$ cat src/rtl/sram_ret_pkg.sv
package sram_ret_pkg;
  typedef enum logic [1:0] {
    ST_NORMAL  = 2'd0,
    ST_DRAIN   = 2'd1,
    ST_RETAIN  = 2'd2,
    ST_RECOVER = 2'd3
  } ret_state_t;

  localparam int GUARD_ACTIVE_HIGH = 0;
  localparam int GUARD_ACTIVE_LOW  = 1;
endpackage

$ cat src/rtl/sram_ret_sync.sv
module sram_ret_sync #(
  parameter int STAGES = 2
) (
  input  logic clk,
  input  logic rst_n,
  input  logic async_in,
  output logic sync_out
);
  logic [STAGES-1:0] chain;

  generate
    for (genvar i = 0; i < STAGES; i++) begin : g_stage
      if (i == 0) begin : g_first
        always_ff @(posedge clk or negedge rst_n)
          if (!rst_n) chain[0] <= 1'b0;
          else        chain[0] <= async_in;
      end else begin : g_next
        always_ff @(posedge clk or negedge rst_n)
          if (!rst_n) chain[i] <= 1'b0;
          else        chain[i] <= chain[i-1];
      end
    end
  endgenerate

  assign sync_out = chain[STAGES-1];
endmodule

$ cat src/rtl/sram_ret_ctrl.sv
module sram_ret_ctrl
  import sram_ret_pkg::*;
#(
  parameter int RECOVER_CYC = 20,
  parameter int DRAIN_MAX   = 6
) (
  input  logic       clk,
  input  logic       rst_n,
  input  logic       supply_good,
  input  logic       bus_active,
  output ret_state_t state
);
  localparam int RC_W = (RECOVER_CYC > 1) ? $clog2(RECOVER_CYC) : 1;
  localparam int DC_W = (DRAIN_MAX > 1) ? $clog2(DRAIN_MAX) : 1;
  localparam logic [RC_W-1:0] RCNT_LOAD = RC_W'(RECOVER_CYC - 1);
  localparam logic [DC_W-1:0] DCNT_LAST = DC_W'(DRAIN_MAX - 1);

  logic [RC_W-1:0] rcnt;
  logic [DC_W-1:0] dcnt;

  always_ff @(posedge clk or negedge rst_n) begin
    if (!rst_n) begin
      state <= ST_RETAIN;
      rcnt  <= '0;
      dcnt  <= '0;
    end else begin
      case (state)
        ST_NORMAL: begin
          if (!supply_good) begin
            state <= bus_active ? ST_DRAIN : ST_RETAIN;
            dcnt  <= '0;
          end
        end
        ST_DRAIN: begin
          if (!bus_active || dcnt == DCNT_LAST) state <= ST_RETAIN;
          else                                  dcnt  <= dcnt + 1'b1;
        end
        ST_RETAIN: begin
          if (supply_good) begin
            state <= ST_RECOVER;
            rcnt  <= RCNT_LOAD;
          end
        end
        ST_RECOVER: begin
          if (!supply_good)    state <= ST_RETAIN;
          else if (rcnt == '0) state <= ST_NORMAL;
          else                 rcnt  <= rcnt - 1'b1;
        end
        default: state <= ST_RETAIN;
      endcase
    end
  end


  normal_entry_chk: assert property (@(posedge clk) disable iff (!rst_n)
    (state == ST_NORMAL && $past(state) != ST_NORMAL) |->
      ($past(state) == ST_RECOVER && $past(rcnt) == '0 && $past(supply_good)));


  recover_step_chk: assert property (@(posedge clk) disable iff (!rst_n)
    (state == ST_RECOVER && $past(state) == ST_RECOVER) |->
      (rcnt == $past(rcnt) - 1'b1));


  recover_abort_chk: assert property (@(posedge clk) disable iff (!rst_n)
    (state == ST_RECOVER && !supply_good) |=> state == ST_RETAIN);


  normal_exit_chk: assert property (@(posedge clk) disable iff (!rst_n)
    (state == ST_NORMAL && !supply_good) |=> state != ST_NORMAL);


  drain_bound_chk: assert property (@(posedge clk) disable iff (!rst_n)
    state == ST_DRAIN |-> dcnt <= DCNT_LAST);
endmodule

$ cat src/rtl/sram_ret_pinmux.sv
module sram_ret_pinmux
  import sram_ret_pkg::*;
#(
  parameter int ADDR_W = 13,
  parameter int DATA_W = 8,
  parameter int GUARD  = GUARD_ACTIVE_HIGH
) (
  input  logic              clk,
  input  logic              rst_n,
  input  ret_state_t        state,
  input  logic              host_sel_n,
  input  logic              host_sel,
  input  logic              host_we_n,
  input  logic              host_oe_n,
  input  logic [ADDR_W-1:0] host_addr,
  input  logic [DATA_W-1:0] host_wdata,
  input  logic              host_wdata_en,
  output logic              ram_sel_n,
  output logic              ram_sel,
  output logic              ram_we_n,
  output logic              ram_oe_n,
  output logic [ADDR_W-1:0] ram_addr,
  output logic [DATA_W-1:0] ram_wdata,
  output logic              ram_wdata_en
);
  logic              pass;
  logic              hold_sel_n, hold_we_n, hold_oe_n, hold_wdata_en;
  logic [ADDR_W-1:0] hold_addr;
  logic [DATA_W-1:0] hold_wdata;

  assign pass = (state == ST_NORMAL) || (state == ST_DRAIN);

  always_ff @(posedge clk or negedge rst_n) begin
    if (!rst_n) begin
      hold_sel_n    <= 1'b1;
      hold_we_n     <= 1'b1;
      hold_oe_n     <= 1'b1;
      hold_addr     <= '0;
      hold_wdata    <= '0;
      hold_wdata_en <= 1'b0;
    end else if (pass) begin
      hold_sel_n    <= host_sel_n;
      hold_we_n     <= host_we_n;
      hold_oe_n     <= host_oe_n;
      hold_addr     <= host_addr;
      hold_wdata    <= host_wdata;
      hold_wdata_en <= host_wdata_en;
    end
  end

  assign ram_we_n     = pass ? host_we_n     : hold_we_n;
  assign ram_oe_n     = pass ? host_oe_n     : hold_oe_n;
  assign ram_addr     = pass ? host_addr     : hold_addr;
  assign ram_wdata    = pass ? host_wdata    : hold_wdata;
  assign ram_wdata_en = pass ? host_wdata_en : hold_wdata_en;

  generate
    if (GUARD == GUARD_ACTIVE_LOW) begin : g_low_guard
      assign ram_sel_n = pass ? host_sel_n : 1'b1;
      assign ram_sel   = pass ? host_sel   : 1'b0;
    end else begin : g_high_guard
      assign ram_sel_n = pass ? host_sel_n : hold_sel_n;
      assign ram_sel   = pass ? host_sel   : 1'b0;
    end
  endgenerate


  freeze_chk: assert property (@(posedge clk) disable iff (!rst_n)
    (!pass && $past(!pass)) |->
      ($stable(ram_addr) && $stable(ram_wdata) && $stable(ram_we_n) &&
       $stable(ram_oe_n) && $stable(ram_wdata_en)));
endmodule

$ cat src/rtl/sram_retention_seq.sv
module sram_retention_seq
  import sram_ret_pkg::*;
#(
  parameter int ADDR_W      = 13,
  parameter int DATA_W      = 8,
  parameter int CLK_KHZ     = 50000,
  parameter int RECOVER_MS  = 5,
  parameter int DRAIN_MAX   = 64,
  parameter int SYNC_STAGES = 2,
  parameter int GUARD       = GUARD_ACTIVE_HIGH
) (
  input  logic              clk,
  input  logic              rst_n,
  input  logic              supply_ok,
  input  logic              host_sel_n,
  input  logic              host_sel,
  input  logic              host_we_n,
  input  logic              host_oe_n,
  input  logic [ADDR_W-1:0] host_addr,
  input  logic [DATA_W-1:0] host_wdata,
  input  logic              host_wdata_en,
  output logic              host_ready,
  output logic              drain_busy,
  output logic              retain_flag,
  output logic              ram_sel_n,
  output logic              ram_sel,
  output logic              ram_we_n,
  output logic              ram_oe_n,
  output logic [ADDR_W-1:0] ram_addr,
  output logic [DATA_W-1:0] ram_wdata,
  output logic              ram_wdata_en
);
  localparam int RECOVER_CYC = CLK_KHZ * RECOVER_MS;

  logic       supply_good;
  logic       bus_active;
  ret_state_t state;

  assign bus_active = !host_sel_n && host_sel;

  sram_ret_sync #(.STAGES(SYNC_STAGES)) u_sync (
    .clk      (clk),
    .rst_n    (rst_n),
    .async_in (supply_ok),
    .sync_out (supply_good)
  );

  sram_ret_ctrl #(.RECOVER_CYC(RECOVER_CYC), .DRAIN_MAX(DRAIN_MAX)) u_ctrl (
    .clk         (clk),
    .rst_n       (rst_n),
    .supply_good (supply_good),
    .bus_active  (bus_active),
    .state       (state)
  );

  sram_ret_pinmux #(.ADDR_W(ADDR_W), .DATA_W(DATA_W), .GUARD(GUARD)) u_pins (
    .clk           (clk),
    .rst_n         (rst_n),
    .state         (state),
    .host_sel_n    (host_sel_n),
    .host_sel      (host_sel),
    .host_we_n     (host_we_n),
    .host_oe_n     (host_oe_n),
    .host_addr     (host_addr),
    .host_wdata    (host_wdata),
    .host_wdata_en (host_wdata_en),
    .ram_sel_n     (ram_sel_n),
    .ram_sel       (ram_sel),
    .ram_we_n      (ram_we_n),
    .ram_oe_n      (ram_oe_n),
    .ram_addr      (ram_addr),
    .ram_wdata     (ram_wdata),
    .ram_wdata_en  (ram_wdata_en)
  );

  assign host_ready  = (state == ST_NORMAL);
  assign drain_busy  = (state == ST_DRAIN);
  assign retain_flag = (state == ST_RETAIN) || (state == ST_RECOVER);


  guard_level_chk: assert property (@(posedge clk) disable iff (!rst_n)
    retain_flag |-> (!ram_sel && (GUARD == GUARD_ACTIVE_HIGH || ram_sel_n)));


  status_onehot_chk: assert property (@(posedge clk) disable iff (!rst_n)
    $countones({host_ready, drain_busy, retain_flag}) == 1);


  pass_sel_chk: assert property (@(posedge clk) disable iff (!rst_n)
    host_ready |-> (ram_sel == host_sel && ram_sel_n == host_sel_n));
endmodule

$ cat config.mk
export PLATFORM = sky130hd
export DESIGN_NAME = sram_retention_seq
export DESIGN_NICKNAME = d
export VERILOG_FILES = /design/src/rtl/sram_ret_pkg.sv /design/src/rtl/sram_ret_sync.sv /design/src/rtl/sram_ret_ctrl.sv /design/src/rtl/sram_ret_pinmux.sv /design/src/rtl/sram_retention_seq.sv
export SDC_FILE = /design/constraint.sdc
export NUM_CORES = 1
export LEC_CHECK = 0
export BUFFER_PORTS_ARGS = -buffer_cell sky130_fd_sc_hd__buf_2
export CORE_MARGIN = 2
export CORE_UTILIZATION = 35
export CTS_CLUSTER_DIAMETER = 30
export DETAILED_ROUTE_END_ITERATION = 6
export MAX_ROUTING_LAYER = met4
export PLACE_DENSITY = 0.64
export SYNTH_ARGS = -nofsm -noshare
export SYNTH_HDL_FRONTEND = slang
export SYNTH_SLANG_ARGS = --single-unit
$ cat constraint.sdc
create_clock -name clk -period 3.65 [get_ports clk]
set_input_delay 0.1825 -clock clk [delete_from_list [all_inputs] [get_ports clk]]
set_output_delay 0.1825 -clock clk [all_outputs]
set_load 0.01 [all_outputs]
==> metrics.md <==
| Metric | Value |
|---|---|
| CTS clk-pin slew, worst paths | `0.10 ns` |
| FF-to-FF End | `u_ctrl.rcnt[10]` |
| Setup Crit Path Kind | `reg2reg` |
| Nets | `roughly 320` |
| Largest cells by area after synthesis | `dfrtp_1, mux2_2, dfstp_2` |
| Post-place instance area | `2940 µm²` |
| Commonest non-fill, non-tap cell in the layout | `buf_2` |
| Register area | `1330 µm²` |
| Peak supply drop | `between 200 and 250 µV` |
| Drt drc | `0` |
| Vias | `around 2000` |
| WL/cell | `approximately 13 µm` |
| WHS | `0.116 ns` |
| Max incr delay on CP | `approximately 0.75 ns` |
| CTS Buf Count | `5` |
| Synth Warn # | `0` |
| Routability congestion estimate | `0.843` |
| Syn Area/Cell | `10.9 µm²` |
| CP delay by family, top | `simple AND/OR/NAND/NOR gates` |
| Post-CTS Resized | `0` |
| Design Area, Final | `~3100 µm²` |
| Worst Tran Pin Value | `approximately 0.76 ns` |
| Flop-to-flop setup slack | `1.26 ns` |
| DRT Wirelength | `a little over 5000 µm` |
| DP HPWL | `around 3600 µm` |
| Initial DRT Pass Iterations | `4` |
| Ys async rst share | `1.00` |
| N_diodes | `0` |
| Worst-case reg-to-reg path depth | `5` |
| CTS tree | `built` |
| Min cycle time layout | `around 2.4 ns` |
| Pleak | `roughly 1.4 nW` |
| Period utilisation layout | `0.655` |
| Mapped cell area | `between 2000 and 3000 µm²` |
| CTS Sinks | `53` |
| Global-route wire length before repair | `8840 µm` |
| Clock buffer depth | `2` |
| WHS Endpoint | `u_pins.hold_wdata[1]` |
| Slew Limit Fails | `0` |
| Post-route ant nets | `0` |
| Yosys top cell area share | `0.478` |
| Critical path cell sequence | `buf_4, and2_1, nand3_1, o41ai_1, a22o_1` |
| GRT Residual Overflow | `0` |
| Seq/Total Area, Yosys | `0.519` |
| Slowest CP cell | `dfstp_2` |
| Initial antenna violation count | `0` |
| DR iter-0 viols | `around 120` |
| Clock network latency to the later pin of the worst-skew pair | `roughly 0.30 ns` |
| Largest area contributor in the netlist | `dfrtp_1` |
| Most frequent cells in the layout | `buf_2, dfrtp_1, mux2_2` |
| Post-synth top flop | `dfrtp_1` |
| Number of buffers and inverters on the critical path | `1` |
| Cell variety after synth | `53` |
| Post-CTS Hold Fix Bufs | `2` |
| Reg-to-reg startpoint | `u_ctrl.state[1]` |
| Die W | `about 90 µm` |
| Crit end category | `flip-flop` |
| PortBufs | `57` |
| Hold path depth | `2` |
| H-Tree Depth | `2` |
| CP arrival | `around 2.6 ns` |
| Number of global-route vias before repair | `about 1900` |
| Setup bufs post-CTS | `0` |
| Starting density of the core | `0.358` |
| Share of layout cells above drive strength 1 | `0.362` |
| Vias per inst | `between 5 and 6` |
| Final setup vio count | `0` |
| Hold wc startpoint | `host_wdata[1]` |
| Setup TNS | `0 ns` |
| Syn_nets | `roughly 270` |
| Req. time, crit path | `between 3 and 4 ns` |
| PD cells | `around 520 nW/µm²` |
| Status | `complete, no violations` |
| Slew headroom | `0.491` |
| Root buffer cell | `clkbuf_8` |
| Gr usage total | `0.143` |
| Largest net degree at the start of global routing | `36` |
| CP Max Fanout | `20` |
| HP Class | `in2reg` |
| FMAX | `about 420 MHz` |
| CP Launch Type | `flip-flop` |
| Fillcell total | `around 690` |
| RSZ-0062 raised after global routing | `false` |
| Syn Inst Count | `between 200 and 250` |
| Area grow syn2layout | `19.7%` |
| EDFF count, synth | `0` |
| Footprint of the multi-input gates | `1160 µm²` |
| Num rows | `31` |
| Die area | `about 8000 µm²` |
| Maxcap violations | `0` |
| Core Area | `around 7000 µm²` |
| FF+latch count, synth | `53` |
| Hold violation total from the final report | `0` |
| Clock Skew | `0.00731 ns` |
| I/O pins | `58` |
| Die H | `89.6 µm` |
| PnR Total Power | `about 0.0016 W` |
cell families (layout without fill, tap and decap cells):
group | after synthesis | in the layout | share of synthesized area
xor gates and xnor gates | 3 | 3 | 0.0102
DFF | 53 | 53 | 0.519
adders and majority gates | 2 | 2 | 0.00975
muxes | 30 | 30 | 0.130
buffers and inverters | 17 | 75 | 0.0293
AOI/OAI and AO/OA | 43 | 43 | 0.121
and+or+nand+nor | 87 | 87 | 0.181
stage by stage:
step	setup slack, ns	cells	utilization
after detailed placement	1.27	382	0.410
after global routing	1.06	392	0.428
after CTS	1.25	392	0.428
after floorplan	1.56	235	-
final	1.26	392	0.428
after global placement	1.35	382	0.410
worst max-delay path by stage:
stage | endpoint | slack [ns] | depth (start not counted) | from
final | u_ctrl.rcnt[10] | 1.26 | 5 | u_ctrl.state[1]
after CTS | u_ctrl.rcnt[10] | 1.25 | 5 | u_ctrl.state[1]
after global placement | u_ctrl.rcnt[10] | 1.35 | 5 | u_ctrl.state[1]
after global routing | u_ctrl.rcnt[10] | 1.06 | 5 | u_ctrl.state[1]
after floorplan | u_ctrl.rcnt[16] | 1.56 | 7 | u_ctrl.rcnt[0]
after detailed placement | u_ctrl.rcnt[10] | 1.27 | 5 | u_ctrl.state[1]
layer usage:
| layer | wire (µm) | GRT usage | up-vias |
|---|---|---|---|
| li1 | - | - | 964 |
| met1 | 2200 | 0.171 | 980 |
| met2 | 2630 | 0.249 | 37 |
| met3 | 162 | 0.0247 | 5 |
| met4 | 44 | 0.0380 | 0 |
| met5 | 0 | - | - |
registers in the layout, indices dropped and copies added, names as in the netlist:
| register | count |
|---|---|
| u_pins.hold_oe_n | 1 |
| u_pins.hold_wdata_en | 1 |
| u_ctrl.dcnt | 6 |
| u_pins.hold_sel_n | 1 |
| u_ctrl.rcnt | 18 |
| u_ctrl.state | 2 |
| u_sync.sync_out | 1 |
| u_sync.chain | 1 |
| u_pins.hold_addr | 13 |
| u_pins.hold_wdata | 8 |
| u_pins.hold_we_n | 1 |
cells in the mapped netlist (all sizes together) (5+ instances only):
cell    instances
dfrtp          49
clkbuf          8
nor3            7
nand3          12
mux2           26
nor2           22
nand2          15
a22o            6
a21oi           5
o21ai          10
inv             5
cell type report:
| type | instances | area share |
|---|---|---|
| flip-flops and latches | 53 | 0.433 |
| multi-input cells | 165 | 0.377 |
| repair buffers | 62 | 0.107 |
| well taps | 99 | 0.0403 |
| clock buffers | 6 | 0.0236 |
| clock inverters | 2 | 0.0126 |
| inverters | 5 | 0.00611 |
power breakdown:
part           leakage (nW)  internal, W  switching (W)
registers             0.618     0.000708       0.000118
logic                 0.684     0.000186       0.000182
clock network        0.0558     0.000207       0.000190
total                  1.36      0.00110       0.000489
Power figures use the tool's default switching activity.
